<file path="config.mk">
export PLATFORM = sky130hd
export DESIGN_NAME = dctmr_top
export DESIGN_NICKNAME = d
export VERILOG_FILES = /design/src/rtl/dctmr_pkg.sv /design/src/rtl/dctmr_presc.sv /design/src/rtl/dctmr_count.sv /design/src/rtl/dctmr_match.sv /design/src/rtl/dctmr_top.sv
export SDC_FILE = /design/constraint.sdc
export NUM_CORES = 1
export LEC_CHECK = 0
export ABC_AREA = 1
export BUFFER_PORTS_ARGS = -buffer_cell sky130_fd_sc_hd__buf_4
export CAP_MARGIN = 5
export CELL_PAD_IN_SITES_DETAIL_PLACEMENT = 1
export CELL_PAD_IN_SITES_GLOBAL_PLACEMENT = 1
export CORE_AREA = 2 2 176 178
export CTS_CLUSTER_SIZE = 25
export DETAILED_ROUTE_END_ITERATION = 16
export DIE_AREA = 0 0 178 180
export PLACE_DENSITY = 0.58
export SETUP_SLACK_MARGIN = 0.02
export SLEW_MARGIN = 15
export SYNTH_ARGS = -nofsm -noshare
export SYNTH_HDL_FRONTEND = slang
export SYNTH_HIERARCHICAL = 1
export SYNTH_SLANG_ARGS = --single-unit
</file>
<file path="constraint.sdc">
create_clock -name clk -period 4.2 [get_ports clk]
set_clock_uncertainty 0.2 [all_clocks]
set_input_delay 0.84 -clock clk [delete_from_list [all_inputs] [get_ports clk]]
set_output_delay 0.84 -clock clk [all_outputs]
set_load 0.03 [all_outputs]
</file>
<file path="src/rtl/dctmr_pkg.sv">
package dctmr_pkg;

    localparam int REG_W = 32;
    localparam int PSC_W = 12;

    localparam int OFS_CTRL = 'h00;
    localparam int OFS_STAT = 'h04;
    localparam int OFS_LOAD = 'h08;
    localparam int OFS_CMP  = 'h0C;
    localparam int OFS_CNT  = 'h10;

    // control word, bit positions are software visible
    typedef struct packed {
        logic [5:0]       rsv_hi;
        logic [1:0]       clk_sel;
        logic [1:0]       pin_mode;
        logic             stop_en;
        logic             doze_en;
        logic             wait_en;
        logic             dbg_en;
        logic             ovw;
        logic             swr;
        logic [PSC_W-1:0] presc;
        logic             rld;
        logic             cmp_ie;
        logic             en_load;
        logic             en;
    } ctrl_t;

    function automatic ctrl_t ctrl_from_bus(logic [REG_W-1:0] w);
        ctrl_t c;
        c        = ctrl_t'(w);
        c.rsv_hi = '0;
        c.swr    = 1'b0;
        return c;
    endfunction

    function automatic ctrl_t ctrl_after_swr(ctrl_t old);
        ctrl_t c;
        c         = '0;
        c.clk_sel = old.clk_sel;
        return c;
    endfunction

    function automatic logic clk_on(logic [1:0] s);
        return s != 2'd0;
    endfunction

endpackage

</file>
<file path="src/rtl/dctmr_presc.sv">
module dctmr_presc #(
    parameter int W = 12
) (
    input  logic         clk,
    input  logic         rst,
    input  logic         run,
    input  logic [W-1:0] div,
    output logic         tick
);
    logic [W-1:0] pc;

    assign tick = run && (pc >= div);

    always_ff @(posedge clk) begin
        if (rst || !run) begin
            pc <= '0;
        end else if (tick) begin
            pc <= '0;
        end else begin
            pc <= pc + 1'b1;
        end
    end
endmodule

</file>
<file path="src/rtl/dctmr_count.sv">
module dctmr_count #(
    parameter int W = 32
) (
    input  logic         clk,
    input  logic         rst,
    input  logic         swr_start,
    input  logic         ovw_load,
    input  logic [W-1:0] ovw_val,
    input  logic         start_load,
    input  logic         tick,
    input  logic         rld_mode,
    input  logic [W-1:0] load_val,
    output logic [W-1:0] cnt
);
    logic [W-1:0] at_zero;

    assign at_zero = rld_mode ? load_val : '1;

    always_ff @(posedge clk) begin
        if (rst || swr_start) begin
            cnt <= '1;
        end else if (ovw_load) begin
            cnt <= ovw_val;
        end else if (start_load) begin
            cnt <= load_val;
        end else if (tick) begin
            cnt <= (cnt == '0) ? at_zero : cnt - 1'b1;
        end
    end
endmodule

</file>
<file path="src/rtl/dctmr_match.sv">
module dctmr_match #(
    parameter int W = 32
) (
    input  logic         clk,
    input  logic         rst,
    input  logic         swr_start,
    input  logic         run,
    input  logic [W-1:0] cnt,
    input  logic [W-1:0] cmp,
    input  logic         clr,
    output logic         flag
);
    always_ff @(posedge clk) begin
        if (rst || swr_start) begin
            flag <= 1'b0;
        end else if (run && cnt == cmp) begin
            flag <= 1'b1;
        end else if (clr) begin
            flag <= 1'b0;
        end
    end
endmodule

</file>
<file path="src/rtl/dctmr_top.sv">
module dctmr_top
    import dctmr_pkg::*;
#(
    parameter int AW         = 5,
    parameter int SWR_CYCLES = 4
) (
    input  logic             clk,
    input  logic             rst,
    input  logic             bus_we,
    input  logic [AW-1:0]    bus_addr,
    input  logic [REG_W-1:0] bus_wdata,
    output logic [REG_W-1:0] bus_rdata,
    output logic             irq
);
    localparam int SCW = $clog2(SWR_CYCLES + 1);

    ctrl_t            ctrl_q;
    ctrl_t            wr_ctrl;
    ctrl_t            rd_ctrl;
    logic [REG_W-1:0] load_q, cmp_q, cnt;
    logic [SCW-1:0]   swr_cnt;
    logic             swr_busy, en_q, run, tick, flag;
    logic             sel_ctrl, sel_stat, sel_load, sel_cmp, sel_cnt;
    logic             wr_ok, swr_start, ovw_load, start_load, stat_clr;

    assign wr_ctrl  = ctrl_t'(bus_wdata);
    assign sel_ctrl = bus_addr == AW'(OFS_CTRL);
    assign sel_stat = bus_addr == AW'(OFS_STAT);
    assign sel_load = bus_addr == AW'(OFS_LOAD);
    assign sel_cmp  = bus_addr == AW'(OFS_CMP);
    assign sel_cnt  = bus_addr == AW'(OFS_CNT);

    assign swr_busy   = swr_cnt != '0;
    assign wr_ok      = bus_we && !swr_busy;
    assign swr_start  = wr_ok && sel_ctrl && wr_ctrl.swr;
    assign ovw_load   = wr_ok && sel_load && ctrl_q.ovw;
    assign stat_clr   = wr_ok && sel_stat && bus_wdata[0];
    assign start_load = ctrl_q.en && !en_q && ctrl_q.en_load && !swr_busy;
    assign run        = ctrl_q.en && en_q && clk_on(ctrl_q.clk_sel) && !swr_busy;

    always_ff @(posedge clk) begin
        if (rst) begin
            ctrl_q  <= '0;
            load_q  <= '0;
            cmp_q   <= '0;
            swr_cnt <= '0;
            en_q    <= 1'b0;
        end else begin
            en_q <= ctrl_q.en;
            if (swr_start) begin
                ctrl_q  <= ctrl_after_swr(ctrl_q);
                swr_cnt <= SCW'(SWR_CYCLES);
            end else begin
                if (swr_busy) begin
                    swr_cnt <= swr_cnt - 1'b1;
                end
                if (wr_ok && sel_ctrl) begin
                    ctrl_q <= ctrl_from_bus(bus_wdata);
                end
            end
            if (wr_ok && sel_load) begin
                load_q <= bus_wdata;
            end
            if (wr_ok && sel_cmp) begin
                cmp_q <= bus_wdata;
            end
        end
    end

    dctmr_presc #(.W(PSC_W)) u_presc (
        .clk  (clk),
        .rst  (rst),
        .run  (run),
        .div  (ctrl_q.presc),
        .tick (tick)
    );

    dctmr_count #(.W(REG_W)) u_count (
        .clk        (clk),
        .rst        (rst),
        .swr_start  (swr_start),
        .ovw_load   (ovw_load),
        .ovw_val    (bus_wdata),
        .start_load (start_load),
        .tick       (tick),
        .rld_mode   (ctrl_q.rld),
        .load_val   (load_q),
        .cnt        (cnt)
    );

    dctmr_match #(.W(REG_W)) u_match (
        .clk       (clk),
        .rst       (rst),
        .swr_start (swr_start),
        .run       (run),
        .cnt       (cnt),
        .cmp       (cmp_q),
        .clr       (stat_clr),
        .flag      (flag)
    );

    always_comb begin
        rd_ctrl     = ctrl_q;
        rd_ctrl.swr = swr_busy;
        bus_rdata   = '0;
        if (sel_ctrl) bus_rdata = rd_ctrl;
        if (sel_stat) bus_rdata = REG_W'(flag);
        if (sel_load) bus_rdata = load_q;
        if (sel_cmp)  bus_rdata = cmp_q;
        if (sel_cnt)  bus_rdata = cnt;
    end

    assign irq = flag && ctrl_q.cmp_ie;
endmodule

</file>
==> metrics.log <==
INFO  metric status = finished, final reports clean
INFO  metric cts_made_buffers = 17
INFO  metric number_of_antenna_diodes = 0
INFO  metric ys_seq_elements = 138
INFO  metric min_period_over_period = 82.0%
INFO  metric setup_viol_count_final = 0
INFO  metric finalNonFillerCells = 1888
INFO  metric synth.most_common_cell = sky130_fd_sc_hd__nand2_1
INFO  metric groute.layer.met1.usage = 30.3%
INFO  metric synth_top_family_by_area = simple AND/OR/NAND/NOR gates
INFO  metric synth_fa_ha_area_share = 2.38%
INFO  metric grt_max_degree = 43
INFO  metric final_core_util = 34.2%
INFO  metric synth_xor_xnor_area_share = 2.65%
INFO  metric clk_pin_slew = 0.06 ns
INFO  metric final_layout_size_suffix_gt1_share = 14.2%
INFO  metric grt_pass1_wl = 55.1 mm
INFO  metric placement_rows = 64
INFO  metric crit_path_start_kind = input pin
INFO  metric synth_seq_area_share = 31.0%
INFO  metric yosys.area.top_type_share = 31.0%
INFO  metric critPathRequiredTime = 3.16 ns
INFO  metric post-synth-top-area-cell = sky130_fd_sc_hd__dfxtp_1
INFO  metric dpl_ws = 0.725 ns
INFO  metric remaining_drc_errors = 0
INFO  metric dieHeight = 180 microns
INFO  metric crit_path_top_delay_cell = sky130_fd_sc_hd__buf_4
INFO  metric routed-via-count = 9224
INFO  metric drt_pass1_iterations = 4
INFO  metric initial_utilization = 29.6%
INFO  metric fmax = 291 MHz
INFO  metric final_critical_path_setup_slack = 0.758 ns
INFO  metric synthesis.area = 8920 sq um
INFO  metric layout.cell_area.non_filler = 10300 sq um
INFO  metric final-max-slew-violation-count = 0
INFO  metric grt_setup_unrepaired = no
INFO  metric cts_htree_levels = 4
INFO  metric grt_pass1_vias = 9575
INFO  metric power-per-cell-area = 306 nW/um^2
INFO  metric cts_setup_buffers = 0
INFO  metric clk_tree_root_cell = sky130_fd_sc_hd__clkbuf_16
INFO  metric synthesis.yosys.warnings = 6
INFO  metric worstPathCellList = buf_4 > nor2_2 > inv_2 > nor2_4 > buf_4 > nand2_1 > nand4_1 > buf_4
INFO  metric total_leakage_power = 4.46 nW
INFO  metric ff_latch_area = 2760 sq um
INFO  metric synth-simple-area-share = 43.9%
INFO  metric flow.area_growth_from_synthesis = 15.9%
INFO  metric wl = 34.8 mm
INFO  metric cts_tree = done
INFO  metric drt-wirelength-per-cell = 18.4 microns
INFO  metric worst_path_largest_cell_delay = 0.29 ns
INFO  metric post_drt_via_cell_ratio = 4.89
INFO  metric worst-r2r-setup-slack = 1.19 ns
INFO  metric tns = 0 ns
INFO  metric cell_repeated_most_along_the_worst_path = sky130_fd_sc_hd__buf_4
INFO  metric io_buffer_count = 72
INFO  metric ctsResizeCount = 0
INFO  metric worstHoldPathType = flip-flop to flip-flop
INFO  metric yosys-top-cells-area = sky130_fd_sc_hd__dfxtp_1 (31%), sky130_fd_sc_hd__nand2_1 (17%), sky130_fd_sc_hd__nor2_1 (10%)
INFO  metric synth.cells.most_frequent = sky130_fd_sc_hd__nand2_1 (404), sky130_fd_sc_hd__nor2_1 (248), sky130_fd_sc_hd__dfxtp_1 (138)
INFO  metric horizontal_extent_of_the_die = 178 microns
INFO  metric drtIter0Drc = 446
INFO  metric peakVddDrop = 0.186 mV
INFO  metric grt_overflow = 0
INFO  metric critPathMaxFanout = 28
INFO  metric yosys-mux-area-fraction = 0%
INFO  metric global_route.usage.total = 22.3%
INFO  metric design.core.area = 30200 sq um
INFO  metric pin_count = 73
INFO  metric timing.max_cap.violations = 0
INFO  metric post_cts_hold_buffer_count = 0
INFO  metric synth_area_per_cell = 6.22 sq um
INFO  metric gr-max-usage-layer = met2
INFO  metric use_met2 = 37.4%
INFO  metric primary_ff_master_synth = sky130_fd_sc_hd__dfxtp_1
INFO  metric synth_compound_gate_area_share = 10.3%
INFO  metric multi_input_area = 5290 sq um
INFO  metric globalRouteMet3Util = 2.83%
INFO  metric place.gp.congestion = 0.923
INFO  metric worstSkewPairLatency = 0.44 ns
INFO  metric placement.cell_area = 9760 sq um
INFO  metric synth_cells = 1434
INFO  metric synth_enable_flop_cells = 0
INFO  metric ctsLongestPathBuffers = 2
INFO  metric ys_async_sr_fraction = 0%
INFO  metric dp.final_hpwl = 25.9 mm
INFO  metric layout.filler_cells = 3888
INFO  metric top_family_by_delay_on_critical_path = simple AND/OR/NAND/NOR gates
INFO  metric cp_num_buf_inv = 4
INFO  metric worst_slew_pin_tran = 1.09 ns
INFO  metric slew_headroom = 27.1%
INFO  metric critical_path_arrival = 2.40 ns
INFO  metric synth_fp_nets = 1491
INFO  metric finalCriticalPeriod = 3.44 ns
INFO  metric clock-sinks = 138
INFO  metric nNetsFinal = 1536
INFO  metric netlist-cell-type-count = 38
INFO  metric dieArea = 32000 sq um
INFO  metric drtAntennaViolNets = 0
INFO  metric timing_worst_setup_path_type = input pin to output pin
INFO  metric inst_count_dp = 1856
INFO  metric timing.critical_path.to_type = output pin
INFO  metric grt_antenna_before_repair = 0
INFO  metric final-hold-violation-count = 0
power breakdown:
| group | leakage [nW] | switching [mW] | internal, mW | total, mW |
|---|---|---|---|---|
| Clock | 0.280 | 0.662 | 0.843 | 1.51 |
| Combinational | 3.07 | 0.205 | 0.0975 | 0.302 |
| Sequential | 1.11 | 0.0214 | 1.33 | 1.36 |
cell type report:
type                       instances  area share [%]
sequential                       138            26.7
clock buffer                      18            4.25
clock inverter                    14            1.32
tap                              396            4.79
multi-input combinational       1092            51.1
inverter                         142            5.16
timing repair buffer              88            6.63
worst min-delay path: stages (launching register included):
cell                      delay (ns)
sky130_fd_sc_hd__dfxtp_1        0.31
sky130_fd_sc_hd__nand2_1        0.06
sky130_fd_sc_hd__a21oi_1        0.05
cells in the final DEF (no fill, tap or decap), types with 2 or more instances in the layout:
| cell type | count |
|---|---|
| sky130_fd_sc_hd__a21oi_1 | 38 |
| sky130_fd_sc_hd__nor2_2 | 34 |
| sky130_fd_sc_hd__dfxtp_1 | 138 |
| sky130_fd_sc_hd__nand3b_1 | 11 |
| sky130_fd_sc_hd__inv_2 | 12 |
| sky130_fd_sc_hd__a21o_1 | 2 |
| sky130_fd_sc_hd__nand2_1 | 404 |
| sky130_fd_sc_hd__inv_1 | 129 |
| sky130_fd_sc_hd__or2_2 | 4 |
| sky130_fd_sc_hd__ha_1 | 17 |
| sky130_fd_sc_hd__nor2_4 | 13 |
| sky130_fd_sc_hd__o211ai_1 | 9 |
| sky130_fd_sc_hd__nor3_1 | 4 |
| sky130_fd_sc_hd__nor2_1 | 245 |
| sky130_fd_sc_hd__inv_6 | 4 |
| sky130_fd_sc_hd__nand3_2 | 3 |
| sky130_fd_sc_hd__xor2_1 | 15 |
| sky130_fd_sc_hd__xnor2_1 | 12 |
| sky130_fd_sc_hd__buf_4 | 86 |
| sky130_fd_sc_hd__o21ai_2 | 3 |
| sky130_fd_sc_hd__clkbuf_16 | 17 |
| sky130_fd_sc_hd__nand4_1 | 63 |
| sky130_fd_sc_hd__or2_1 | 2 |
| sky130_fd_sc_hd__clkinv_2 | 2 |
| sky130_fd_sc_hd__o21bai_1 | 13 |
| sky130_fd_sc_hd__nand3_1 | 78 |
| sky130_fd_sc_hd__clkinvlp_4 | 2 |
| sky130_fd_sc_hd__o21ai_0 | 26 |
| sky130_fd_sc_hd__nand2_4 | 5 |
| sky130_fd_sc_hd__nand2_2 | 14 |
| sky130_fd_sc_hd__o21ai_1 | 71 |
| sky130_fd_sc_hd__clkinv_4 | 4 |
| sky130_fd_sc_hd__buf_12 | 2 |
final timing paths:
| check | startpoint | end | depth (start not counted) |
|---|---|---|---|
| hold / removal | ctrl_q[21] | ctrl_q[21] | 2 |
| hold reg to reg | ctrl_q[21] | ctrl_q[21] | 2 |
| setup reg to reg | ctrl_q[15] | u_count/cnt[10] | 12 |
| setup / recovery | bus_addr[4] | bus_rdata[16] | 8 |
layer usage:
layer  routed length [microns]  share of wire (%)
met5                         0                  0
met4                       461                1.3
met3                       697                2.0
met2                     16600                 48
met1                     17000                 49
state kept, by name, summed over array words and instances, names as in the netlist:
register      cells
swr_cnt           3
u_count/cnt      32
en_q              1
ctrl_q           25
u_match/flag      1
u_presc/pc       12
cmp_q            32
load_q           32
through the flow:
stage          hold WS [ns]  total power, mW
6_report              0.263             3.16
5_1_grt               0.276             3.30
4_1_cts               0.263             3.21
3_5_place_dp          0.255             1.69
3_3_place_gp          0.249             1.68
2_1_floorplan         0.239             1.56
kinds of logic (layout without fill, tap and decap cells):
logic type | count (synthesis) | after routing
AO/OA/AOI/OAI | 166 | 166
flip-flops | 138 | 138
XOR/XNOR | 27 | 27
adder cells (fa/ha/maj) | 17 | 17
buffers and inverters | 204 | 262
AND/OR/NAND/NOR | 882 | 882
Power figures use the tool's default switching activity.
